## config.mk

```make
export PLATFORM = sky130hd
export DESIGN_NAME = lpad_state_unit
export DESIGN_NICKNAME = d
export VERILOG_FILES = /design/src/rtl/lpad_pkg.sv /design/src/rtl/lpad_enable_sel.sv /design/src/rtl/lpad_trap_stack.sv /design/src/rtl/lpad_track.sv /design/src/rtl/lpad_state_unit.sv
export SDC_FILE = /design/constraint.sdc
export NUM_CORES = 1
export LEC_CHECK = 0
export BUFFER_PORTS_ARGS = -buffer_cell sky130_fd_sc_hd__buf_2
export CAP_MARGIN = 20
export CORE_MARGIN = 5
export CORE_UTILIZATION = 33
export CTS_BUF_LIST = sky130_fd_sc_hd__clkbuf_16
export CTS_CLUSTER_SIZE = 14
export DETAILED_ROUTE_END_ITERATION = 16
export PLACE_DENSITY_LB_ADDON = 0.05
export SYNTH_ARGS = -nofsm -noshare
export SYNTH_HDL_FRONTEND = slang
export SYNTH_SLANG_ARGS = --single-unit
```

## constraint.sdc

```tcl
create_clock -name clk -period 1.03 [get_ports clk]
set_input_delay 0.103 -clock clk [delete_from_list [all_inputs] [get_ports clk]]
set_output_delay 0.103 -clock clk [all_outputs]
set_load 0.01 [all_outputs]
```

## src/rtl/lpad_pkg.sv

```systemverilog
package lpad_pkg;

  localparam int unsigned PRIV_W = 2;

  typedef enum logic [PRIV_W-1:0] {
    PRIV_U    = 2'd0,
    PRIV_S    = 2'd1,
    PRIV_RSVD = 2'd2,
    PRIV_M    = 2'd3
  } priv_e;

  // software-check trap values
  localparam int unsigned SWCHK_NONE     = 0;
  localparam int unsigned SWCHK_LPAD     = 2;
  localparam int unsigned SWCHK_SHADOW   = 3;

  // checking enable for one privilege mode
  function automatic logic lp_mode_enabled(input logic [PRIV_W-1:0] priv,
                                           input logic s_present,
                                           input logic env_en,
                                           input logic sec_en);
    logic en;
    case (priv)
      PRIV_M:  en = sec_en;
      PRIV_S:  en = env_en & s_present;
      PRIV_U:  en = env_en & ~s_present;
      default: en = 1'b0;
    endcase
    return en;
  endfunction

  // value of the expectation bit after a return
  function automatic logic lp_restore(input logic ret_mode_en,
                                      input logic saved_bit);
    return ret_mode_en & saved_bit;
  endfunction

  // level selector: true when a level code names machine mode
  function automatic logic lp_is_m(input logic [PRIV_W-1:0] lvl);
    return lvl == PRIV_M;
  endfunction

endpackage

```

## src/rtl/lpad_enable_sel.sv

```systemverilog
module lpad_enable_sel
  import lpad_pkg::*;
(
  input  logic [PRIV_W-1:0] priv_i,
  input  logic [PRIV_W-1:0] ret_priv_i,
  input  logic              s_mode_present_i,
  input  logic              env_lp_en_i,
  input  logic              sec_lp_en_i,
  output logic              cur_en_o,
  output logic              ret_en_o
);

  assign cur_en_o = lp_mode_enabled(priv_i, s_mode_present_i,
                                    env_lp_en_i, sec_lp_en_i);
  assign ret_en_o = lp_mode_enabled(ret_priv_i, s_mode_present_i,
                                    env_lp_en_i, sec_lp_en_i);

endmodule

```

## src/rtl/lpad_trap_stack.sv

```systemverilog
module lpad_trap_stack
  import lpad_pkg::*;
(
  input  logic              clk,
  input  logic              rst_n,
  input  logic              ev_enter_i,
  input  logic [PRIV_W-1:0] enter_tgt_i,
  input  logic              ev_return_i,
  input  logic [PRIV_W-1:0] ret_from_i,
  input  logic              elp_i,
  output logic              spelp_o,
  output logic              mpelp_o,
  output logic              restore_bit_o
);

  logic spelp_q, mpelp_q, spelp_d, mpelp_d;
  logic enter_m, ret_m;

  assign enter_m = lp_is_m(enter_tgt_i);
  assign ret_m   = lp_is_m(ret_from_i);

  always_comb begin
    spelp_d = spelp_q;
    mpelp_d = mpelp_q;
    if (ev_enter_i) begin
      if (enter_m) mpelp_d = elp_i;
      else         spelp_d = elp_i;
    end else if (ev_return_i) begin
      if (ret_m) mpelp_d = 1'b0;
      else       spelp_d = 1'b0;
    end
  end

  always_ff @(posedge clk or negedge rst_n) begin
    if (!rst_n) begin
      spelp_q <= 1'b0;
      mpelp_q <= 1'b0;
    end else begin
      spelp_q <= spelp_d;
      mpelp_q <= mpelp_d;
    end
  end

  assign restore_bit_o = ret_m ? mpelp_q : spelp_q;
  assign spelp_o = spelp_q;
  assign mpelp_o = mpelp_q;

  p_save_m_r7: assert property (@(posedge clk) disable iff (!rst_n)
    (ev_enter_i && enter_tgt_i == PRIV_M) |=> (mpelp_o == $past(elp_i)));

  p_save_s_r7: assert property (@(posedge clk) disable iff (!rst_n)
    (ev_enter_i && enter_tgt_i != PRIV_M) |=> (spelp_o == $past(elp_i) && $stable(mpelp_o)));

  p_ret_clear_r8: assert property (@(posedge clk) disable iff (!rst_n)
    (ev_return_i && !ev_enter_i && ret_from_i != PRIV_M) |=> !spelp_o);

endmodule

```

## src/rtl/lpad_track.sv

```systemverilog
module lpad_track
  import lpad_pkg::*;
#(
  parameter int unsigned CAUSE_W = 4
) (
  input  logic               clk,
  input  logic               rst_n,
  input  logic               cur_en_i,
  input  logic               ret_en_i,
  input  logic               restore_bit_i,
  input  logic               ev_enter_i,
  input  logic               ev_return_i,
  input  logic               retire_i,
  input  logic               indirect_i,
  input  logic               lpad_i,
  input  logic               match_i,
  output logic               elp_o,
  output logic               req_o,
  output logic [CAUSE_W-1:0] cause_o
);

  localparam logic [CAUSE_W-1:0] FAULT_CODE = CAUSE_W'(SWCHK_LPAD);
  localparam logic [CAUSE_W-1:0] NONE_CODE  = CAUSE_W'(SWCHK_NONE);

  logic elp_q, elp_d, req_q, req_d;
  logic ev_retire, ev_land, ev_fault, ev_arm;

  // named events for the checks
  assign ev_retire = retire_i & cur_en_i & ~ev_enter_i & ~ev_return_i;
  assign ev_land   = ev_retire & elp_q & lpad_i & match_i;
  assign ev_fault  = ev_retire & elp_q & ~(lpad_i & match_i);
  assign ev_arm    = ev_retire & ~elp_q & indirect_i;

  always_comb begin
    elp_d = elp_q;
    req_d = 1'b0;
    if (ev_enter_i)       elp_d = 1'b0;
    else if (ev_return_i) elp_d = lp_restore(ret_en_i, restore_bit_i);
    else if (!cur_en_i)   elp_d = 1'b0;
    else if (ev_land)     elp_d = 1'b0;
    else if (ev_fault) begin
      elp_d = 1'b0;
      req_d = 1'b1;
    end else if (ev_arm)  elp_d = 1'b1;
  end

  always_ff @(posedge clk or negedge rst_n) begin
    if (!rst_n) begin
      elp_q   <= 1'b0;
      req_q   <= 1'b0;
      cause_o <= NONE_CODE;
    end else begin
      elp_q   <= elp_d;
      req_q   <= req_d;
      cause_o <= req_d ? FAULT_CODE : NONE_CODE;
    end
  end

  assign elp_o = elp_q;
  assign req_o = req_q;

  p_fault_cause_r5: assert property (@(posedge clk) disable iff (!rst_n)
    req_o |-> (cause_o == FAULT_CODE && !elp_o));

  p_idle_cause_r5: assert property (@(posedge clk) disable iff (!rst_n)
    !req_o |-> (cause_o == NONE_CODE));

  p_req_pulse_r5: assert property (@(posedge clk) disable iff (!rst_n)
    req_o |=> !req_o || $past(elp_o));

  p_disabled_quiet_r6: assert property (@(posedge clk) disable iff (!rst_n)
    (!cur_en_i && !ev_enter_i && !ev_return_i) |=> (!elp_o && !req_o));

  p_arm_r3: assert property (@(posedge clk) disable iff (!rst_n)
    (cur_en_i && retire_i && indirect_i && !elp_o && !ev_enter_i && !ev_return_i)
      |=> elp_o);

  p_enter_wins_r10: assert property (@(posedge clk) disable iff (!rst_n)
    ev_enter_i |=> (!elp_o && !req_o));

endmodule

```

## src/rtl/lpad_state_unit.sv

```systemverilog
module lpad_state_unit
  import lpad_pkg::*;
#(
  parameter int unsigned STATUS_W  = 64,
  parameter int unsigned SPELP_POS = 23,
  parameter int unsigned MPELP_POS = 41,
  parameter int unsigned CAUSE_W   = 4
) (
  input  logic                clk,
  input  logic                rst_n,
  input  logic [1:0]          priv_i,
  input  logic                s_mode_present_i,
  input  logic                env_lp_en_i,
  input  logic                sec_lp_en_i,
  input  logic                retire_i,
  input  logic                retire_indirect_i,
  input  logic                retire_lpad_i,
  input  logic                lpad_match_i,
  input  logic                trap_enter_i,
  input  logic [1:0]          trap_tgt_i,
  input  logic                trap_ret_i,
  input  logic [1:0]          trap_ret_from_i,
  input  logic [1:0]          ret_priv_i,
  output logic                elp_o,
  output logic                spelp_o,
  output logic                mpelp_o,
  output logic [STATUS_W-1:0] pelp_status_o,
  output logic                swcheck_req_o,
  output logic [CAUSE_W-1:0]  swcheck_cause_o
);

  logic cur_en, ret_en, restore_bit;
  logic ev_enter, ev_return;

  assign ev_enter  = trap_enter_i;
  assign ev_return = trap_ret_i & ~trap_enter_i;

  lpad_enable_sel u_en (
    .priv_i           (priv_i),
    .ret_priv_i       (ret_priv_i),
    .s_mode_present_i (s_mode_present_i),
    .env_lp_en_i      (env_lp_en_i),
    .sec_lp_en_i      (sec_lp_en_i),
    .cur_en_o         (cur_en),
    .ret_en_o         (ret_en)
  );

  lpad_trap_stack u_stack (
    .clk           (clk),
    .rst_n         (rst_n),
    .ev_enter_i    (ev_enter),
    .enter_tgt_i   (trap_tgt_i),
    .ev_return_i   (ev_return),
    .ret_from_i    (trap_ret_from_i),
    .elp_i         (elp_o),
    .spelp_o       (spelp_o),
    .mpelp_o       (mpelp_o),
    .restore_bit_o (restore_bit)
  );

  lpad_track #(.CAUSE_W(CAUSE_W)) u_track (
    .clk           (clk),
    .rst_n         (rst_n),
    .cur_en_i      (cur_en),
    .ret_en_i      (ret_en),
    .restore_bit_i (restore_bit),
    .ev_enter_i    (ev_enter),
    .ev_return_i   (ev_return),
    .retire_i      (retire_i),
    .indirect_i    (retire_indirect_i),
    .lpad_i        (retire_lpad_i),
    .match_i       (lpad_match_i),
    .elp_o         (elp_o),
    .req_o         (swcheck_req_o),
    .cause_o       (swcheck_cause_o)
  );

  // place the saved bits in the status view
  for (genvar b = 0; b < STATUS_W; b++) begin : g_status
    if (b == SPELP_POS) begin : g_s
      assign pelp_status_o[b] = spelp_o;
    end else if (b == MPELP_POS) begin : g_m
      assign pelp_status_o[b] = mpelp_o;
    end else begin : g_z
      assign pelp_status_o[b] = 1'b0;
    end
  end

  p_status_sparse_r9: assert property (@(posedge clk) disable iff (!rst_n)
    $countones(pelp_status_o) == (32'(spelp_o) + 32'(mpelp_o)));

  p_ret_restore_r8: assert property (@(posedge clk) disable iff (!rst_n)
    (trap_ret_i && !trap_enter_i && !ret_en) |=> !elp_o);

endmodule

```

# After elaboration in Yosys (flattened, before gate mapping)
# Cells that the tools add are included.
# classes
eq_ne,10
n_mux,23
n_bitwise,19
reduce_logical,6
# ops
operator,count
2-to-1 mux 1 bit,20
AND 1 bit,14
"equality test 2 bit, second input constant",4
"!= test 6 bit, second input constant",1
case mux 1 bit (3 select lines),2
AND reduction 3 bit,2
NOT 1 bit,5
"equality test 2 x 1 -> 1 bit, second input constant",2
zero test 2 bit,2
"!= test 2 bit, second input constant",2
nonzero test 2 bit,2
2-to-1 mux 2 bit,1
"!= test 2 x 1 -> 1 bit, second input constant",1
# totals
reg_bits,8
input_bits,19
out_inout_bits,72
elab_cells,63

# Depth between registers and ports, before layout
# logic_depth
word_depth,14
depth_mapped,5
mapped_depth_nobuf,4

# Modules after synthesis
# Synthesis repeated with hierarchy kept, for this count alone.
# unflattened
hier_cells,103
hier_area_um2,817.0
# by_module_without_submodules
module,instances,cells_each,area_each_um2,seq_area_each_um2
lpad_state_unit,1,66,498.0,0.0
lpad_track,1,15,137.6,50.0
lpad_trap_stack,1,14,131.4,50.0
lpad_enable_sel,1,8,50.0,0.0

# Least setup slack after synthesis
# Ideal clock, no wire load.
# synth_timing
path_kind,input to register
startpoint,input port trap_enter_i
endpoint,"register u_track.elp_q, in the netlist u_track.elp_o"
setup_time_ps,127
arrival_time_ps,848
t_required_ps,903
path_slack_ps,55
stages,5
path_buffers,1
path_cell_list,clkbuf_2 -> nor4b_1 -> a22oi_1 -> a211oi_1 -> a21oi_1
# synth_between
elab_chain_len,11
elab_cells_between_ends,17
classes_between,eq/ne: 1; mux: 5; bitwise: 11
# synth_rtl
item,line_no,text
from (decl),lpad_state_unit.sv:19,"input logic trap_enter_i,"
NOT 1 bit,"lpad_track.sv:29, lpad_state_unit.sv:36",
AND 1 bit,lpad_state_unit.sv:36,assign ev_return = trap_ret_i & ~trap_enter_i;
NOT 1 bit,lpad_track.sv:29,assign ev_retire = retire_i & cur_en_i & ~ev_enter_i & ~ev_return_i;
AND 1 bit,lpad_track.sv:29,
AND 1 bit,"lpad_track.sv:30, lpad_track.sv:31",
"AND 1 bit, on equally long branches","lpad_track.sv:31, lpad_track.sv:30",
2-to-1 mux 1 bit or AND 1 bit (tied branches),"lpad_track.sv:41, lpad_track.sv:30",
2-to-1 mux 1 bit,lpad_track.sv:40,else if (ev_land) elp_d = 1'b0;
2-to-1 mux 1 bit,lpad_track.sv:39,else if (!cur_en_i) elp_d = 1'b0;
2-to-1 mux 1 bit,lpad_track.sv:38,"else if (ev_return_i) elp_d = lp_restore(ret_en_i, restore_bit_i);"
2-to-1 mux 1 bit,lpad_track.sv:37,if (ev_enter_i) elp_d = 1'b0;
to (signal assigned),lpad_track.sv:53,elp_q <= elp_d;
to (decl),lpad_track.sv:25,"logic elp_q, elp_d, req_q, req_d;"
# Parallel ways exist; a longest one is shown, timed or not.
# A chain may end at the register's enable or synchronous reset.

# Final worst setup path
# layout_timing
startpoint,"register u_stack.mpelp_q, in the netlist u_stack.mpelp_o"
endpoint,output port mpelp_o
# layout_lines
item,line_no,text
from (decl),lpad_trap_stack.sv:16,"logic spelp_q, mpelp_q, spelp_d, mpelp_d;"
from (signal assigned),lpad_trap_stack.sv:40,mpelp_q <= mpelp_d;
to (decl),lpad_state_unit.sv:26,"output logic mpelp_o,"
# No word-level cell between the ends.

==> flow_summary.ini <==
[synthesis]
synth-edff-count = 0
synth-warning-count = 0
synth_area_sq_um = 786
async_flop_share_pct = 100
synth_cell_types = 19
avgSynthCellArea_sq_um = 7.86
synth_flop_cell = dfrtp_1
synth_most_common_cell = buf_4
synth.area.top_cells = buf_4 65%, dfrtp_1 13%, nand3_1 2.5%
synth_top_cell_by_area = buf_4
syn_inst = 100
synthTopCellsByCount = 68 x buf_4, 4 x dfrtp_1, 4 x nand3_1
ys_seq_area_share_pct = 12.7
netlist.area_leader.share_pct = 65.0
ys_ff_latch = 4

[worst_setup_path]
required_ns = 0.93
r2r_end = u_track.elp_o$_DFFE_PN0P_
slowest_stage = dfrtp_1
rrSetupSlack_ns = 0.10
end_kind = primary output
max_stage_delay_ns = 0.36
cp-start-kind = flop
path_max_fanout = 3
r2r_cells = 3
crit_chain = buf_4, buf_2
cp.arrival_ns = 0.85
r2r_start = u_stack.spelp_o$_DFFE_PN0P_
crit_type = reg2out

[detailed_routing]
wl_um = 1500
vias = 517
drtIter0Drc = 12
first_pass_iters = 2
post_drt_wl_per_cell_um = 9.51
vias_per_cell = 3.27
final_antenna_net_count = 0
drc_errors = 0

[layout]
layout.nets = 151
n_antenna_cell = 0
seq_area_sq_um = 100
fin_area_sq_um = 801
layout-drive-gt1-share_pct = 26.9
multiInputGateArea_sq_um = 410
syn_to_final_growth_pct = 1.91
fillers = 252

[run_status]
status = complete, no violations

[place]
routabilityCongestion = 0.689
dp_hpwl_um = 1370
port_buffers = 25
postPlaceCellArea_sq_um = 716

[global_routing]
grt_overflow = 0
grt_pass1_vias = 424
antenna_found_initial = 0
grt_pass1_wl_um = 1810
track_usage_pct = 6.85
grt_max_degree = 9

[hold_path]
holdPathStages = 2
holdPathEnd = u_track.cause_o[1]$_DFF_PN0_
min_from = lpad_match_i
hold_path.class = in2reg

[clock_tree]
clock_latency_ns = 0.22
cts_tree = built
cts_sinks = 4
path_clk_slew_ns = 0.03
cts-root-buf = clkbuf_16
h-tree-depth = 1
clockBufferDepth = 2
cts_buffers = 3
cts.repair.resized = 0

[floorplan]
std_cell_rows = 17
die_x_um = 58.8
fp.dieH_um = 58.8
start_util_pct = 35.2
io-pin-count = 91
core_area_sq_um = 2230
die-area_sq_um = 3460

[pwr]
power.internal_w = 0.000722
pwr_density_cell_nw_per_um2 = 1230
design_power_total_w = 0.000988
comb_power_share_pct = 22.6
clkPwrFrac_pct = 60.4
switchingPower_w = 0.000265
peakVddDrop_mv = 0.913
power_leakage_nw = 0.502
p_sw_share_pct = 26.9
pwr-share-seq_pct = 17.0

[flow_run]
max-cap-violations = 0

[timing]
holdWs_ns = 0.0506
skew_ns = 0.00152
fin_crit_ns = 0.951
fmax_mhz = 1050
rsz0062_at_grt = no
setup_viol = 0
hold_viol_final = 0
period_share_pct = 92.3
drv_slew = 0
final.setup.tns_ns = 0
## cells by family (layout without fill, tap and decap cells)
family          Yosys count  in the layout  synth area share, %
mux                       1              1                 1.43
simple gates             15             15                 11.5
xor+xnor                  1              1                 1.11
other cells               1             65                0.477
flops                     4              4                 12.7
compound gates            9              9                 7.17
buf+inv                  69             35                 65.6
## power groups by stage
stage | clock (W) | sequential, W | combinational, W
finish | 0.000597 | 0.000167 | 0.000223
global route | 0.000632 | 0.000168 | 0.000248
CTS | 0.000608 | 0.000168 | 0.000217
detailed placement | 0 | 0.000169 | 0.000213
global placement | 0 | 0.000169 | 0.000214
floorplan | 0 | 0.000172 | 0.000325
## per-layer routing
layer  global-route usage (%)  part of all wire (%)  up-vias
met4                     1.94                     0        0
met5                        0                     0        -
met3                     3.51                    19        0
li1                         -                     -      254
met2                     9.62                    43       56
met1                     9.09                    38      207
## placed cells by master (no fill, tap or decap)
master,instances
a211oi_1,2
a21oi_1,2
a22o_1,1
a22oi_1,1
and3_1,2
buf_2,25
buf_4,6
clkbuf_16,3
conb_1,65
dfrtp_1,4
dlygate4sd3_1,1
mux2_2,1
nand2_1,3
nand2b_1,1
nand3_1,4
nand4b_1,2
nor2_1,1
nor4b_1,1
o21ai_0,3
or4b_1,1
xnor2_1,1
## state kept, by name, summed over array words and instances, names as in the netlist
name             count
u_track.elp_o        1
u_track.cause_o      1
u_stack.mpelp_o      1
u_stack.spelp_o      1
## critical path, delay by kind of cell (launching register included)
kind,cells,cell delay [ns]
DFF,1,0.36
buffers and inverters,2,0.27
## worst max-delay path by stage
stage	to	startpoint	slack, ns	cells after the start
4_1_cts	mpelp_o	u_stack.mpelp_o$_DFFE_PN0P_	0.07	2
3_5_place_dp	u_track.elp_o$_DFFE_PN0P_	ret_priv_i[0]	-0.11	5
6_report	mpelp_o	u_stack.mpelp_o$_DFFE_PN0P_	0.08	2
3_3_place_gp	u_track.elp_o$_DFFE_PN0P_	ret_priv_i[0]	-0.10	5
2_1_floorplan	u_track.elp_o$_DFFE_PN0P_	trap_enter_i	0.05	5
5_1_grt	mpelp_o	u_stack.mpelp_o$_DFFE_PN0P_	0.05	2
## per-stage QoR
stage	setup slack [ns]	util, %	cells
after floorplan	0.0549	-	164
after global placement	-0.101	32.0	154
after detailed placement	-0.107	32.0	154
after CTS	0.0702	35.9	158
after global routing	0.0456	35.9	158
final	0.0788	35.9	158
## layout make-up
class / count / area share, %
clock buffer: 3 / 9.38
multi-input combinational: 91 / 51.3
sequential: 4 / 12.5
tap: 28 / 4.38
timing repair buffer: 32 / 22.5
## what timing repair did
item / 4_1_cts / 5_1_grt
endpoints found under the hold margin: 4 / 0
buffers inserted: 0 / 0
hold buffers: 1 / 0
No activity file was read; power rests on OpenSTA's default activity.
